<file path="config.mk">
export PLATFORM = sky130hd
export DESIGN_NAME = snoop_window_match
export DESIGN_NICKNAME = d
export VERILOG_FILES = /design/src/rtl/snoop_window_match.sv
export SDC_FILE = /design/constraint.sdc
export NUM_CORES = 1
export LEC_CHECK = 0
export BUFFER_PORTS_ARGS = -buffer_cell sky130_fd_sc_hd__buf_2
export CAP_MARGIN = 40
export CORE_MARGIN = 3
export CORE_UTILIZATION = 42
export DETAILED_ROUTE_END_ITERATION = 10
export GPL_TIMING_DRIVEN = 0
export PLACE_DENSITY = 0.8
export SYNTH_ARGS = -nofsm -noshare
export SYNTH_HDL_FRONTEND = slang
export SYNTH_SLANG_ARGS = --single-unit
</file>
<file path="constraint.sdc">
create_clock -name clk -period 3.25 [get_ports clk]
set_input_delay 0.325 -clock clk [delete_from_list [all_inputs] [get_ports clk]]
set_output_delay 0.325 -clock clk [all_outputs]
set_load 0.02 [all_outputs]
</file>
<file path="src/rtl/snoop_window_match.sv">
module snoop_window_match #(
  parameter int ADDR_W   = 32,
  parameter int BASE_W   = 20,
  parameter int CODE_W   = 5,
  parameter int MIN_CODE = 11,
  parameter int MAX_CODE = 30
) (
  input  logic              clk,
  input  logic              rst_n,
  input  logic              cfg_we,
  input  logic              cfg_sel,
  input  logic [31:0]       cfg_wdata,
  output logic [31:0]       cfg_rdata,
  input  logic              dma_valid,
  input  logic [ADDR_W-1:0] dma_addr,
  output logic              snoop_req,
  output logic              snoop_win
);
  localparam int LOW_W = ADDR_W - BASE_W;
  localparam int PAD_W = LOW_W - CODE_W;

  logic [BASE_W-1:0] base_q [2];
  logic [CODE_W-1:0] code_q [2];
  logic [1:0]        hit;
  logic              req_q, win_q;

  always_ff @(posedge clk) begin
    if (!rst_n) begin
      for (int w = 0; w < 2; w++) begin
        base_q[w] <= '0;
        code_q[w] <= '0;
      end
    end else if (cfg_we) begin
      base_q[cfg_sel] <= cfg_wdata[31 -: BASE_W];
      code_q[cfg_sel] <= cfg_wdata[CODE_W-1:0];
    end
  end

  assign cfg_rdata = {base_q[cfg_sel], {PAD_W{1'b0}}, code_q[cfg_sel]};

  for (genvar w = 0; w < 2; w++) begin : g_win
    logic              en;
    logic [CODE_W-1:0] shift;
    logic [BASE_W-1:0] mask;
    assign en     = (code_q[w] >= CODE_W'(MIN_CODE)) && (code_q[w] <= CODE_W'(MAX_CODE));
    assign shift  = code_q[w] - CODE_W'(MIN_CODE);
    assign mask   = {BASE_W{1'b1}} << shift;
    assign hit[w] = en && (((dma_addr[ADDR_W-1:LOW_W] ^ base_q[w]) & mask) == '0);
  end

  always_ff @(posedge clk) begin
    if (!rst_n) begin
      req_q <= 1'b0;
      win_q <= 1'b0;
    end else begin
      req_q <= dma_valid && (hit != 2'b00);
      win_q <= dma_valid && !hit[0] && hit[1];
    end
  end

  assign snoop_req = req_q;
  assign snoop_win = win_q;

  AST_REQ_NEEDS_VALID: assert property (@(posedge clk) disable iff (!rst_n)
    snoop_req |-> $past(dma_valid));
  AST_NO_VALID_NO_REQ: assert property (@(posedge clk) disable iff (!rst_n)
    !dma_valid |=> !snoop_req);
  AST_WIN0_PRIORITY: assert property (@(posedge clk) disable iff (!rst_n)
    (dma_valid && hit[0]) |=> (snoop_req && !snoop_win));
  AST_WIN1_ALONE: assert property (@(posedge clk) disable iff (!rst_n)
    (dma_valid && !hit[0] && hit[1]) |=> (snoop_req && snoop_win));
  AST_WIN_IDLE_LOW: assert property (@(posedge clk) disable iff (!rst_n)
    snoop_win |-> snoop_req);
  AST_ZERO_CODE_NO_HIT: assert property (@(posedge clk) disable iff (!rst_n)
    (code_q[0] == '0 && code_q[1] == '0) |-> (hit == 2'b00));
endmodule

</file>
======== After elaboration in Yosys (flattened, before gate mapping) ========
Memory sizes are Yosys's and may differ from the RTL's.
Cells that the tools add are included.
operators by class
  add/sub/neg operators ................... 2
  order comparisons ....................... 4
  shift-type cells ........................ 2
  multiplexer cells ....................... 10
  bitwise gates (word level) .............. 4
  reduce and logical (&&, ||, !) cells .... 13
operators by type and width
  kind                   count
  $and 20x20->20         2
  $logic_not 20->1       2
  $shl 20x5->20 const A  2
  $xor 20x20->20         2
  $mux 20                1
  $reduce_or 20->1       1
  $ge 5x4->1 const B     2
  $le 5x5->1 const B     2
  $sub 5x4->5 const B    2
  $mux 1                 8
  $logic_and 1x1->1      7
  $mux 5                 1
  $reduce_or 5->1        1
  $reduce_bool 2->1      1
  $logic_not 1->1        1
storage, ports and cells
  bits of input ports ..................... 69
  output and inout port bits .............. 34
  memories ................................ 2
  word-level logic and storage cells ...... 39
  memory bits (writable) .................. 50
  bits in registers ....................... 2
memories
  memory  depth  width  rd ports  clocked after Yosys merged registers in  write ports  RTL line  source
  base_q  2      20     3         0                                        2            22        logic [BASE_W-1:0] base_q [2];
  code_q  2      5      3         0                                        2            23        logic [CODE_W-1:0] code_q [2];

======== Depth between registers and ports, before layout ========
An unclocked memory read counts as a cell.
  word-level depth ........................ 9
  gate-level depth with buffers ........... 8
  depth with buffers taken out ............ 8

======== Least setup slack after synthesis ========
Ideal clock, no wire load.
  kind .................................... input-to-reg
  from .................................... input port cfg_sel
  to ...................................... memory base_q[0][0], enable pin
  stages on the path ...................... 3
  arrival time ............................ 2610 ps
  path slack .............................. 198 ps
  buffers on the path ..................... 2
  library setup time ...................... 442 ps
  data required time ...................... 2808 ps
  cell sequence ........................... clkbuf_1 -> clkbuf_1 -> o21ai_0
RTL lines
  what                RTL line  source
  start: declaration  11        input logic cfg_sel,
  end: declaration    22

======== Worst setup path in the final report ========
  from .................................... input port cfg_sel
  to ...................................... output port cfg_rdata[24]
between the ends
  word-level cells in the longest chain between the ends .. 1
RTL lines
  what              RTL line  source
  $mem_v2 2x20      n/a
  end: declaration  13        output logic [31:0] cfg_rdata,
No other way between the ends.

==> flow_metrics.tcl <==
set metrics [dict create \
    synth_top_cell_by_area "edfxtp_1" \
    drt_iter0_markers 257 \
    grt_pass1_vias 2698 \
    critPathCaptureType "output pin" \
    gr-max-usage-layer "met2" \
    crit_slowest_cell "clkbuf_1" \
    die_y_um 95.3 \
    place_inst 484 \
    slew_headroom_pct 45.7 \
    post-route-min-period_ps 2380 \
    h-tree-depth 2 \
    track_usage_pct 18.8 \
    path_cells "buf_2 > clkbuf_1 > clkbuf_1 > mux2_2 > buf_2" \
    grt_pass1_wl_um 13000 \
    synthFlopType "edfxtp_1" \
    post_cts_buffers 0 \
    hold-worst-slack_ps 289 \
    viasPerCell 5.37 \
    avgSynthCellArea_um2 11.1 \
    grt_use_met1_pct 22.6 \
    ys_seq_area_share_pct 46.1 \
    hold_class "in -> reg" \
    maxCapViolCount 0 \
    clk_latency_ps 310 \
    crit_fanout 10 \
    arrival_ps 2060 \
    synth_top_area_share_pct 44.9 \
    path_clk_slew_ps 100 \
    ys_async_sr_fraction_pct 0 \
    wl_um 8300 \
    nNetsFinal 467 \
    clock_sinks 52 \
    cts_buffer_depth 2 \
    critPathRequiredTime_ps 2920 \
    grt_max_degree 17 \
    synthCells 301 \
    place.gp.congestion 0.883 \
    met3_usage_pct 3.47 \
    dp_hpwl_um 6480 \
    outcome "completed" \
    initial_utilization_pct 44.7 \
    num_rows 31 \
    worst_pin_slew_ps 815 \
    drive_gt1_share_pct 31.8 \
    finalCritPeriodShare_pct 73.3 \
    cts-buffers-inserted 5 \
    synth_most_common_cell "and2_1" \
    drt-pass1-iter-count 5 \
    ir_drop_mv 0.276 \
    drc 0 \
    total_power_mw 1.73 \
    ys_seq_elements 52 \
    synth_cell_types 51 \
    slew_viol_final 0 \
    leakage_nw 1.67 \
    tns_ps 0 \
    synth_commonest_cells "and2_1, edfxtp_1, xor2_1" \
    critPathKind "in -> out" \
    synth_edf_count 50 \
    ioPinCount 103 \
    rsz0062_at_grt "no" \
    ys_top_cells_by_area "edfxtp_1, and2_1, xor2_1, mux2_2, xnor2_1" \
    wire_per_inst_um 16.9 \
    slowest_delay_ps 550 \
    hold_viol_final 0 \
    io_buffers 76 \
    clock.fmax_mhz 420 \
    syn_area_mm2 0.00335 \
    hold_buffers 0 \
    final_antenna_net_count 0 \
    cts_root_buf "clkbuf_8" \
    cts_tree "built" \
    setup_viol 0 \
    vias 2640 \
    clock_skew_ps 9.56 \
    fillers 637 \
    ctsResizeCount 0 \
    antenna_cells 0 \
    power_density_mw_per_mm2 429 \
    coreArea_mm2 0.00749 \
    grt_overflow 0 \
    die_w_um 95.3 \
    yosys_warnings 0 \
    dieArea_mm2 0.00907 \
    antenna_found_initial 0 \
    met2_usage_pct 34.1 \
    syn2layout_area_growth_pct 20.5 \
    start_kind "primary input" \
    layout.cells.non_filler 492 \
]
==> state kept, by name, summed over array words and instances (netlist names) <==
signal and flops:
code_q 10, base_q 40, snoop_win 1, snoop_req 1
==> critical path, delay by kind of cell <==
kind	cells	cell delay, ps
buffers and inverters	4	1320
muxes	1	410
==> metrics by stage <==
step           worst slack (ps)  utilization, %  area, µm²
2_1_floorplan               198               -       3370
3_3_place_gp              -1280            51.7       3870
3_5_place_dp                803            52.3       3920
4_1_cts                     869            53.8       4030
5_1_grt                     687            53.8       4030
6_report                    866            53.8       4030
==> power breakdown <==
part	internal, mW	total, mW	leakage, nW	switching, mW
combinational	0.190	0.452	1.11	0.261
sequential	0.792	0.834	0.509	0.0414
clock	0.228	0.445	0.0558	0.217
==> cells by family (layout without fill, tap and decap cells) <==
family / count (synthesis) / count (layout) / synth area share (%)
fa+ha+maj: 6 / 6 / 2.24
compound gates: 61 / 61 / 11.9
xor+xnor: 46 / 46 / 12.3
buf+inv: 29 / 115 / 4.56
simple gates: 83 / 83 / 15.1
mux: 23 / 23 / 7.74
other cells: 1 / 7 / 0.112
flops: 52 / 52 / 46.1
==> cell usage in the layout, fill, tap and decap left out, types with 2 or more instances in the layout <==
cell and count:
buf_2 78, and2_1 51, edfxtp_1 50, xor2_1 32
mux2_2 23, a21oi_1 19, xnor2_1 13, o21ai_0 12
inv_1 9, nand2_1 9, buf_4 9, clkbuf_1 7
conb_1 7, ha_1 6, clkbuf_8 5, nand4_1 4
a22oi_1 4, o211ai_1 3, nor3_1 3, o21ai_2 2
and3_1 2, nand2b_1 2, and2b_1 2, o2bb2ai_1 2
nor2b_1 2, or3_1 2, a221oi_1 2, o22ai_1 2
a211oi_1 2, dfxtp_1 2
==> layer usage <==
layer / share of wire, % / wire length [µm] / vias up
met3: 6.8 / 568 / 24
met2: 52 / 4280 / 136
met1: 40 / 3280 / 1233
li1: - / - / 1247
met4: 2.0 / 163 / 0
met5: 0 / 0 / -
==> worst paths after layout <==
check / start / endpoint / slack, ps / cells after the start
worst min-delay path: cfg_wdata[27] / base_q[1][15] / 290 / 2
worst max register to register: code_q[0][1] / snoop_win / 870 / 8
worst max-delay path: cfg_sel / cfg_rdata[24] / 870 / 5
worst min register to register: code_q[1][4] / snoop_win / 880 / 3
==> area by class of cell <==
| cell class | instances | area (µm²) | share of cell area, % |
|---|---|---|---|
| Inverter | 9 | 33.8 | 0.838 |
| Timing Repair Buffer | 78 | 423 | 10.5 |
| Buffer | 20 | 119 | 2.95 |
| Multi-Input combinational cell | 226 | 1680 | 41.6 |
| Tap cell | 99 | 124 | 3.07 |
| Sequential cell | 52 | 1540 | 38.2 |
| Clock buffer | 5 | 68.8 | 1.71 |
| Clock inverter | 3 | 42.5 | 1.06 |
Power figures use the tool's default switching activity.
